<file path="src/rtl/idbr_pkg.sv">
// Shared encodings for the ID-stage branch resolver.
package idbr_pkg;
    typedef enum logic [1:0] {
        FWD_NONE  = 2'b00,
        FWD_MEMWB = 2'b01,
        FWD_EXMEM = 2'b10
    } fwd_sel_e;

    typedef enum logic [1:0] {
        PCS_SEQ    = 2'b00,
        PCS_BRANCH = 2'b01,
        PCS_HOLD   = 2'b10
    } pc_sel_e;
endpackage

</file>
<file path="src/rtl/idbr_alu_fwd.sv">
// ALU operand forwarding select for one EX source operand.
// Assumes: a load in EX/MEM has no data yet, so it is skipped; the
// hazard unit guarantees a dependent instruction never meets it there.
module idbr_alu_fwd
    import idbr_pkg::*;
#(
    parameter int RAW = 5
) (
    input  logic           clk,
    input  logic           rst_n,
    input  logic [RAW-1:0] src,
    input  logic [RAW-1:0] exmem_rd,
    input  logic           exmem_we,
    input  logic           exmem_ld,
    input  logic [RAW-1:0] memwb_rd,
    input  logic           memwb_we,
    output logic [1:0]     sel
);
    logic from_exmem;
    logic from_memwb;

    // Match each later stage against the operand, ignoring register 0.
    always_comb begin
        from_exmem = exmem_we && !exmem_ld && (exmem_rd != '0) && (exmem_rd == src);
        from_memwb = memwb_we && (memwb_rd != '0) && (memwb_rd == src);
    end

    // Younger result (EX/MEM) has priority over MEM/WB.
    always_comb begin
        if (from_exmem)      sel = FWD_EXMEM;
        else if (from_memwb) sel = FWD_MEMWB;
        else                 sel = FWD_NONE;
    end

    a_r7_exmem_sel_source: assert property (@(posedge clk) disable iff (!rst_n)
        (sel == FWD_EXMEM) |-> (exmem_rd == src && exmem_we && !exmem_ld));
    a_r8_no_reg0_forward: assert property (@(posedge clk) disable iff (!rst_n)
        (sel != FWD_NONE) |-> (src != '0));
endmodule

</file>
<file path="src/rtl/idbr_hazard.sv">
// Stall detection for hazards that forwarding cannot cover.
// Covers: load-use in EX, any writer in EX feeding a branch, and a load
// in MEM feeding a branch (comparator taps only EX/MEM ALU results).
// Assumes the register file writes before it reads, so WB needs nothing.
module idbr_hazard #(
    parameter int RAW  = 5,
    parameter int NSRC = 2
) (
    input  logic                     clk,
    input  logic                     rst_n,
    input  logic [NSRC-1:0][RAW-1:0] id_src,
    input  logic [NSRC-1:0]          id_src_used,
    input  logic                     id_is_branch,
    input  logic [RAW-1:0]           ex_rd,
    input  logic                     ex_we,
    input  logic                     ex_ld,
    input  logic [RAW-1:0]           exmem_rd,
    input  logic                     exmem_we,
    input  logic                     exmem_ld,
    output logic                     stall
);
    logic [NSRC-1:0] hit_ex;
    logic [NSRC-1:0] hit_mem_ld;

    // Per-source dependency on the EX and MEM stages.
    for (genvar g = 0; g < NSRC; g++) begin : g_src
        always_comb begin
            hit_ex[g]     = id_src_used[g] && ex_we && (ex_rd != '0) && (ex_rd == id_src[g]);
            hit_mem_ld[g] = id_src_used[g] && exmem_we && exmem_ld &&
                            (exmem_rd != '0) && (exmem_rd == id_src[g]);
        end
    end

    // Combine the three stall causes.
    always_comb begin
        stall = (ex_ld && (|hit_ex))
              || (id_is_branch && (|hit_ex))
              || (id_is_branch && (|hit_mem_ld));
    end

    a_r6_load_use_stall: assert property (@(posedge clk) disable iff (!rst_n)
        (ex_ld && ex_we && ex_rd != '0 && id_src_used[0] && ex_rd == id_src[0]) |-> stall);
    a_r5_load_in_mem_branch: assert property (@(posedge clk) disable iff (!rst_n)
        (id_is_branch && exmem_ld && exmem_we && exmem_rd != '0 &&
         id_src_used[NSRC-1] && exmem_rd == id_src[NSRC-1]) |-> stall);
    a_r8_reg0_no_stall: assert property (@(posedge clk) disable iff (!rst_n)
        (ex_rd == '0 && exmem_rd == '0) |-> !stall);
endmodule

</file>
<file path="src/rtl/idbr_branch.sv">
// Decode-stage branch comparator and target adder.
// Operands come from the register file or, for a non-load in EX/MEM with
// a matching destination, from the EX/MEM result. Equality is an XOR per
// bit followed by an AND of the inverted differences.
module idbr_branch #(
    parameter int XLEN  = 32,
    parameter int RAW   = 5,
    parameter int OFS_W = 16
) (
    input  logic                  clk,
    input  logic                  rst_n,
    input  logic [1:0][RAW-1:0]   id_src,
    input  logic [1:0][XLEN-1:0]  rf_data,
    input  logic [RAW-1:0]        exmem_rd,
    input  logic                  exmem_we,
    input  logic                  exmem_ld,
    input  logic [XLEN-1:0]       exmem_result,
    input  logic                  is_beq,
    input  logic                  is_bne,
    input  logic                  stall,
    input  logic [XLEN-1:0]       id_pc,
    input  logic [OFS_W-1:0]      id_offset,
    output logic                  taken,
    output logic [XLEN-1:0]       target
);
    localparam int EXT_W = XLEN - OFS_W - 2;

    logic [1:0][XLEN-1:0] opnd;
    logic [XLEN-1:0]      diff;
    logic                 equal;

    // Comparator operand forwarding from EX/MEM.
    for (genvar g = 0; g < 2; g++) begin : g_opnd
        always_comb begin
            if (exmem_we && !exmem_ld && (exmem_rd != '0) && (exmem_rd == id_src[g]))
                opnd[g] = exmem_result;
            else
                opnd[g] = rf_data[g];
        end
    end

    // Bitwise XOR array of the comparator.
    for (genvar b = 0; b < XLEN; b++) begin : g_xor
        assign diff[b] = opnd[0][b] ^ opnd[1][b];
    end

    // AND reduction of inverted differences and branch decision.
    always_comb begin
        equal = &(~diff);
        taken = (is_beq || is_bne) && !stall && (equal ^ is_bne);
    end

    // Target: branch address plus 8 plus the scaled signed offset.
    always_comb begin
        target = id_pc + XLEN'(8) + {{EXT_W{id_offset[OFS_W-1]}}, id_offset, 2'b00};
    end

    a_r1_taken_needs_branch: assert property (@(posedge clk) disable iff (!rst_n)
        taken |-> (is_beq || is_bne));
    a_r1_opcode_onehot: assert property (@(posedge clk) disable iff (!rst_n)
        !(is_beq && is_bne));
    a_r9_no_decision_in_stall: assert property (@(posedge clk) disable iff (!rst_n)
        stall |-> !taken);
endmodule

</file>
<file path="src/rtl/id_branch_resolver.sv">
// Top of the ID-stage branch resolver: ALU operand forwarding selects,
// stall detection, branch decision, target and PC/flush steering.
// Assumes at most one of id_beq/id_bne is set and that the PC, IF/ID
// and ID/EX registers outside honour stall, pc_sel and if_flush.
module id_branch_resolver
    import idbr_pkg::*;
#(
    parameter int XLEN  = 32,
    parameter int RAW   = 5,
    parameter int OFS_W = 16
) (
    input  logic             clk,
    input  logic             rst_n,
    input  logic             slot_flush_mode,
    input  logic             id_beq,
    input  logic             id_bne,
    input  logic [XLEN-1:0]  id_pc,
    input  logic [OFS_W-1:0] id_offset,
    input  logic [RAW-1:0]   id_rs,
    input  logic [RAW-1:0]   id_rt,
    input  logic             id_rs_used,
    input  logic             id_rt_used,
    input  logic [XLEN-1:0]  rf_rs_data,
    input  logic [XLEN-1:0]  rf_rt_data,
    input  logic [RAW-1:0]   ex_rs,
    input  logic [RAW-1:0]   ex_rt,
    input  logic [RAW-1:0]   ex_rd,
    input  logic             ex_regwrite,
    input  logic             ex_memread,
    input  logic [RAW-1:0]   exmem_rd,
    input  logic             exmem_regwrite,
    input  logic             exmem_memread,
    input  logic [XLEN-1:0]  exmem_result,
    input  logic [RAW-1:0]   memwb_rd,
    input  logic             memwb_regwrite,
    output logic [1:0]       fwd_a_sel,
    output logic [1:0]       fwd_b_sel,
    output logic             br_taken,
    output logic [1:0]       pc_sel,
    output logic [XLEN-1:0]  br_target,
    output logic             stall,
    output logic             if_flush
);
    localparam int NSRC = 2;

    logic [NSRC-1:0][RAW-1:0]  ex_src;
    logic [NSRC-1:0][1:0]      fwd_sel;
    logic [NSRC-1:0][RAW-1:0]  id_src;
    logic [NSRC-1:0]           id_used;
    logic [NSRC-1:0][XLEN-1:0] rf_data;

    // Gather per-operand vectors for the repeated units.
    always_comb begin
        ex_src  = {ex_rt, ex_rs};
        id_src  = {id_rt, id_rs};
        id_used = {id_rt_used, id_rs_used};
        rf_data = {rf_rt_data, rf_rs_data};
    end

    for (genvar g = 0; g < NSRC; g++) begin : g_fwd
        idbr_alu_fwd #(.RAW(RAW)) u_fwd (
            .clk      (clk),
            .rst_n    (rst_n),
            .src      (ex_src[g]),
            .exmem_rd (exmem_rd),
            .exmem_we (exmem_regwrite),
            .exmem_ld (exmem_memread),
            .memwb_rd (memwb_rd),
            .memwb_we (memwb_regwrite),
            .sel      (fwd_sel[g])
        );
    end

    assign fwd_a_sel = fwd_sel[0];
    assign fwd_b_sel = fwd_sel[1];

    idbr_hazard #(.RAW(RAW), .NSRC(NSRC)) u_hazard (
        .clk          (clk),
        .rst_n        (rst_n),
        .id_src       (id_src),
        .id_src_used  (id_used),
        .id_is_branch (id_beq || id_bne),
        .ex_rd        (ex_rd),
        .ex_we        (ex_regwrite),
        .ex_ld        (ex_memread),
        .exmem_rd     (exmem_rd),
        .exmem_we     (exmem_regwrite),
        .exmem_ld     (exmem_memread),
        .stall        (stall)
    );

    idbr_branch #(.XLEN(XLEN), .RAW(RAW), .OFS_W(OFS_W)) u_branch (
        .clk          (clk),
        .rst_n        (rst_n),
        .id_src       (id_src),
        .rf_data      (rf_data),
        .exmem_rd     (exmem_rd),
        .exmem_we     (exmem_regwrite),
        .exmem_ld     (exmem_memread),
        .exmem_result (exmem_result),
        .is_beq       (id_beq),
        .is_bne       (id_bne),
        .stall        (stall),
        .id_pc        (id_pc),
        .id_offset    (id_offset),
        .taken        (br_taken),
        .target       (br_target)
    );

    // Fetch address steering: hold beats redirect beats sequential.
    always_comb begin
        if (stall)         pc_sel = PCS_HOLD;
        else if (br_taken) pc_sel = PCS_BRANCH;
        else               pc_sel = PCS_SEQ;
    end

    // Squash the fetched slot only under the not-taken assumption.
    always_comb begin
        if_flush = br_taken && slot_flush_mode;
    end

    a_r9_hold_on_stall: assert property (@(posedge clk) disable iff (!rst_n)
        stall |-> (pc_sel == PCS_HOLD && !if_flush));
    a_r10_slot_never_flushed: assert property (@(posedge clk) disable iff (!rst_n)
        !slot_flush_mode |-> !if_flush);
    a_r11_flush_with_taken: assert property (@(posedge clk) disable iff (!rst_n)
        (slot_flush_mode && br_taken) |-> if_flush);
    a_r12_redirect_only_taken: assert property (@(posedge clk) disable iff (!rst_n)
        (pc_sel == PCS_BRANCH) |-> br_taken);
endmodule

</file>
<file path="config.mk">
export PLATFORM = sky130hd
export DESIGN_NAME = id_branch_resolver
export DESIGN_NICKNAME = d
export VERILOG_FILES = /design/src/rtl/idbr_pkg.sv /design/src/rtl/idbr_alu_fwd.sv /design/src/rtl/idbr_hazard.sv /design/src/rtl/idbr_branch.sv /design/src/rtl/id_branch_resolver.sv
export SDC_FILE = /design/constraint.sdc
export NUM_CORES = 1
export LEC_CHECK = 0
export BUFFER_PORTS_ARGS = -buffer_cell sky130_fd_sc_hd__buf_2
export CORE_MARGIN = 3
export CORE_UTILIZATION = 32
export DETAILED_ROUTE_END_ITERATION = 12
export PLACE_DENSITY_LB_ADDON = 0.3
export SLEW_MARGIN = 25
export SYNTH_ARGS = -nofsm -noshare
export SYNTH_HDL_FRONTEND = slang
export SYNTH_SLANG_ARGS = --single-unit
</file>
<file path="constraint.sdc">
create_clock -name vclk -period 3.2
set_input_delay 0.16 -clock vclk [all_inputs]
set_output_delay 0.16 -clock vclk [all_outputs]
set_load 0.01 [all_outputs]
</file>
==> impl_metrics.toml, run 1 <==
[placement]
dp_hpwl_um = 12900
io_buffers = 226
gp_congestion = 0.896
dp_cells = 1032
post_dp_cell_area_um2 = 6020

[route]
first_iter_violations = 288
vias = 5717
dr.pass1.iters = 8
drtAntennaViolNets = 0
routed_wl_um = 16000
vias_per_cell = 5.49
drc = 0
routedWlPerCell_um = 15.4

[synthesis]
synth_nets = 884
synth_common_cells = "inv_1 (69), xnor2_1 (61), ha_1 (57), o21ai_0 (49), nor4_1 (39)"
yosys.area.top_type_share_pct = 16.1
ys_top_cells_by_area = "ha_1 (16%), xnor2_1 (12%), xor2_1 (6.7%)"
netlist_instances = 635
syn_area_um2 = 4440
ys_seq_area_share_pct = 0
synth.distinct_cells = 48
ys_warn_count = 0
avgSynthCellArea_um2 = 6.99
yosys.area.top_type = "ha_1"
synth.most_common_cell = "inv_1"

[min_path]
hp-class = "input port to output pin"
holdPathStages = 0

[flow_run]
drv_cap = 0

[floorplan]
die_h_um = 124
die_x_um = 124
start_util_pct = 33.1
ios = 232
die_area_um2 = 15300
num_rows = 42
coreArea_um2 = 13400

[grt]
grt_pass1_wl_um = 23700
grt.overflow.total = 0
grt_pass1_vias = 5081
antenna_found_initial = 3
grt_usage_pct = 18.3
grt_max_degree = 43

[timing]
slew_viol_final = 0
fin_tns_setup_ns = 0
worstMarginPinSlew_ns = 0.514
fin_crit_sh_pct = 99.5
fmaxAchievable_mhz = 314
relSlewSlack_pct = 64.8
hold_violations = 0
final.min_clock_period_ns = 3.18
finalSetupViolCount = 0
rsz0062_at_grt = "yes"

[cells_and_area]
fill_cells = 1405
nNetsFinal = 1114
seq_cells = 0
drive_gt1_share_pct = 38.5
final_core_util_pct = 47.9
layoutNonFillerInstCount = 1041
regArea_um2 = 0
fin_area_um2 = 6420
nClkBuffers = 0
synthToLayoutAreaGrowth_pct = 44.7

[worst_setup_path]
startpoint_type = "input port"
worstSetupPathType = "input port to output pin"
cp_max_fo = 24
path_buf_inv = 3
crit_family = "simple AND/OR/NAND/NOR gates"
cp_cell_sequence = "buf_6, or4_4, o211ai_4, nor3_4, buf_12, o311a_1, o21ai_2, o2111ai_2, nor4_4, nand4_1, a211oi_2, buf_2"
crit_path_end_kind = "output pin"
slowest_stage = "or4_4"
crit_required_ns = 3.04
cp_num_cells = 12
arrival_ns = 3.02
worst_path_largest_cell_delay_ns = 0.54

[outcome]
outcome = "finished clean"

[power]
power.density_nw_per_um2 = 180
power.leakage_nw = 3.06
p_total_w = 0.00116
irDropWorstVdd_mv = 0.110
==> logic make-up after synthesis <==
logic type,after synthesis,share of synthesized area [%]
adder cells (fa/ha/maj),58,16.5
buffers and inverters,119,11.5
AND/OR/NAND/NOR,155,20.4
AO/OA/AOI/OAI,208,32.8
XOR/XNOR,95,18.8
==> layer usage <==
metal	wire (um)	global-route usage, %	up-vias
li1	-	-	2885
met5	13	0	-
met4	111	2.01	2
met3	1070	2.00	10
met2	8090	33.3	206
met1	6710	24.0	2614
==> layout make-up <==
cell class,count,area (um2),area share [%]
timing repair buffer,278,1670,26.1
antenna,2,5.00,0.0780
multi-input combinational,516,4260,66.4
tap,176,220,3.43
inverter,69,262,4.07
==> per-stage QoR <==
step                hold slack (ns)  setup WS (ns)
CTS                           0.320        -0.0230
global placement              0.320         -0.205
finish                        0.320         0.0164
detailed placement            0.320         -0.267
global route                  0.320         -0.197
floorplan                     0.412         0.0709
==> cell usage in the layout (no fill, tap or decap), drive strengths merged, types with 2 or more instances in the layout <==
cell type / synthesis / layout
a211oi: 6 / 6
a21o: 11 / 11
a21oi: 29 / 29
a221oi: 2 / 2
a22oi: 2 / 2
a311oi: 32 / 32
a31oi: 10 / 10
and2: 3 / 3
and3: 5 / 5
buf: 23 / 278
diode: 0 / 2
ha: 57 / 57
inv: 69 / 69
nand2: 19 / 19
nand2b: 7 / 7
nand3: 20 / 20
nand4: 4 / 4
nor2: 15 / 15
nor2b: 2 / 2
nor3: 7 / 7
nor4: 41 / 41
o2111ai: 10 / 10
o21ai: 68 / 68
o311a: 24 / 24
o311ai: 2 / 2
or3: 3 / 3
or4: 29 / 29
xnor2: 61 / 61
xor2: 34 / 34
==> timing repair <==
action,4_1_cts,5_1_grt
gates resized for setup,26,41
buffers inserted,4,3
setup endpoints to repair,9,9
pin swaps,12,20
hold buffers,0,0
==> path summary, 6_finish.rpt <==
check | startpoint | end | slack, ns
min | id_pc[0] | br_target[0] | 0.32
max | exmem_rd[1] | if_flush | 0.02
==> report_power, final <==
part	leakage, nW	internal (W)	switching, W	total, W
sequential	0	0	0	0
clock	0.0000127	0.0000000000840	0	0.0000000000840
combinational	3.06	0.000554	0.000601	0.00116
total	3.06	0.000554	0.000601	0.00116
Note: power is estimated with default switching activity, not from simulation.
==> inputs of run 2 (changes only) <==
- REMOVE_ABC_BUFFERS: not set -> 1
==> run 2 against run 1 <==
Compared with the run above: the flow now finishes with violations (setup timing); critical path depth is 4 higher; hold slack hardly changed; largest cell class unchanged; cell count is 1.4% higher; via count is 3.1% higher.
==> impl_metrics.toml, run 2 (synthesized netlist as in run 1, its figures left out) <==
[outcome]
outcome = "finished with violations"
violations = "setup timing"

[timing]
rsz0062_at_grt = "yes"
finalSetupViolCount = 3
slew_viol_final = 0
relSlewSlack_pct = 65.1
fin_crit_sh_pct = 101
fmaxAchievable_mhz = 308
fin_ws_ns = -0.0458
final.min_clock_period_ns = 3.25
fin_tns_setup_ns = -0.0835
worstMarginPinSlew_ns = 0.522
hold_violations = 0

[min_path]
hp-class = "input port to output pin"

[floorplan]
start_util_pct = 33.1
ios = 232
die_area_um2 = 15300
die_x_um = 124
die_h_um = 124
num_rows = 42
coreArea_um2 = 13400

[route]
routed_wl_um = 17000
routedWlPerCell_um = 16.1
drtAntennaViolNets = 0
vias_per_cell = 5.58
top_layer = "met4"
drc = 0
wl_met2_um = 8470
wl_met3_um = 1240
dr.pass1.iters = 5
first_iter_violations = 246
drt-met1-wl_um = 7170
vias = 5896

[power]
irDropWorstVdd_mv = 0.0966
power.density_nw_per_um2 = 174
p_total_w = 0.00116
power.leakage_nw = 3.19

[grt]
grt_pass1_wl_um = 26300
antenna_found_initial = 1
grt_max_degree = 51
grt.overflow.total = 0
grt_usage_pct = 20.3
grt_pass1_vias = 5687

[worst_setup_path]
crit_required_ns = 3.04
startpoint_type = "input port"
worstSetupPathType = "input port to output pin"
cp_max_fo = 5
arrival_ns = 3.09
crit_path_end_kind = "output pin"

[cells_and_area]
seq_cells = 0
layout_commonest_cell = "buf_2"
layoutNonFillerInstCount = 1056
fill_cells = 1347
regArea_um2 = 0
drive_gt1_share_pct = 39.7
synthToLayoutAreaGrowth_pct = 50.1
most-common-layout-cells = "buf_2 (223), inv_1 (66), xnor2_1 (61), ha_1 (49)"
nNetsFinal = 1130
nClkBuffers = 0

[placement]
gp_congestion = 0.877
dp_cells = 1035
dp_hpwl_um = 12600
io_buffers = 226

[flow_run]
drv_cap = 0

[cts]
hold_buffers = 0
## run 2: routing by layer
metal	GRT usage [%]	vias up
met5	0	-
met4	2.70	0
met3	2.82	12
met2	36.6	206
met1	26.3	2754
li1	-	2924
## run 2: cell type report
class	count	area, um2	area share [%]
well taps	176	220	3.31
diodes	1	2.50	0.0376
multi-input cells	516	4260	63.9
repair buffers	294	1920	28.8
inverters	69	264	3.96
## run 2: worst max-delay path, stage by stage
cell       delay (ns)
buf_6            0.09
or4_4            0.55
o211ai_4         0.22
buf_6            0.14
buf_6            0.09
or3_4            0.18
buf_12           0.14
buf_16           0.11
a311oi_1         0.09
a31oi_1          0.19
o2111ai_2        0.15
nor4_2           0.26
buf_4            0.16
nand4_1          0.18
a211oi_2         0.22
buf_2            0.15
## run 2: worst paths after layout
path,start,cells after the start,to
setup / recovery,exmem_rd[2],16,if_flush
hold / removal,id_pc[0],0,br_target[0]
## run 2: repair_timing
item / in CTS / in global routing
pin swaps: 35 / 18
setup endpoints to repair: 7 / 8
setup buffers: 18 / 1
gates resized for setup: 45 / 38
gates cloned: 4 / 2
## run 2: where the power goes
| part | internal (W) | switching, W |
|---|---|---|
| sequential | 0 | 0 |
| combinational | 0.000555 | 0.000606 |
| clock | 0.0000000000419 | 0 |
## run 2: per-stage QoR
step	hold WS (ns)	area [um2]	util [%]	worst slack, ns
after CTS	0.320	6430	48.0	-0.0215
final	0.320	6660	49.7	-0.0458
after detailed placement	0.320	6000	44.8	-0.213
after floorplan	0.320	4180	-	-2.31
after global routing	0.320	6660	49.7	-0.243
after global placement	0.320	6000	44.8	-0.183
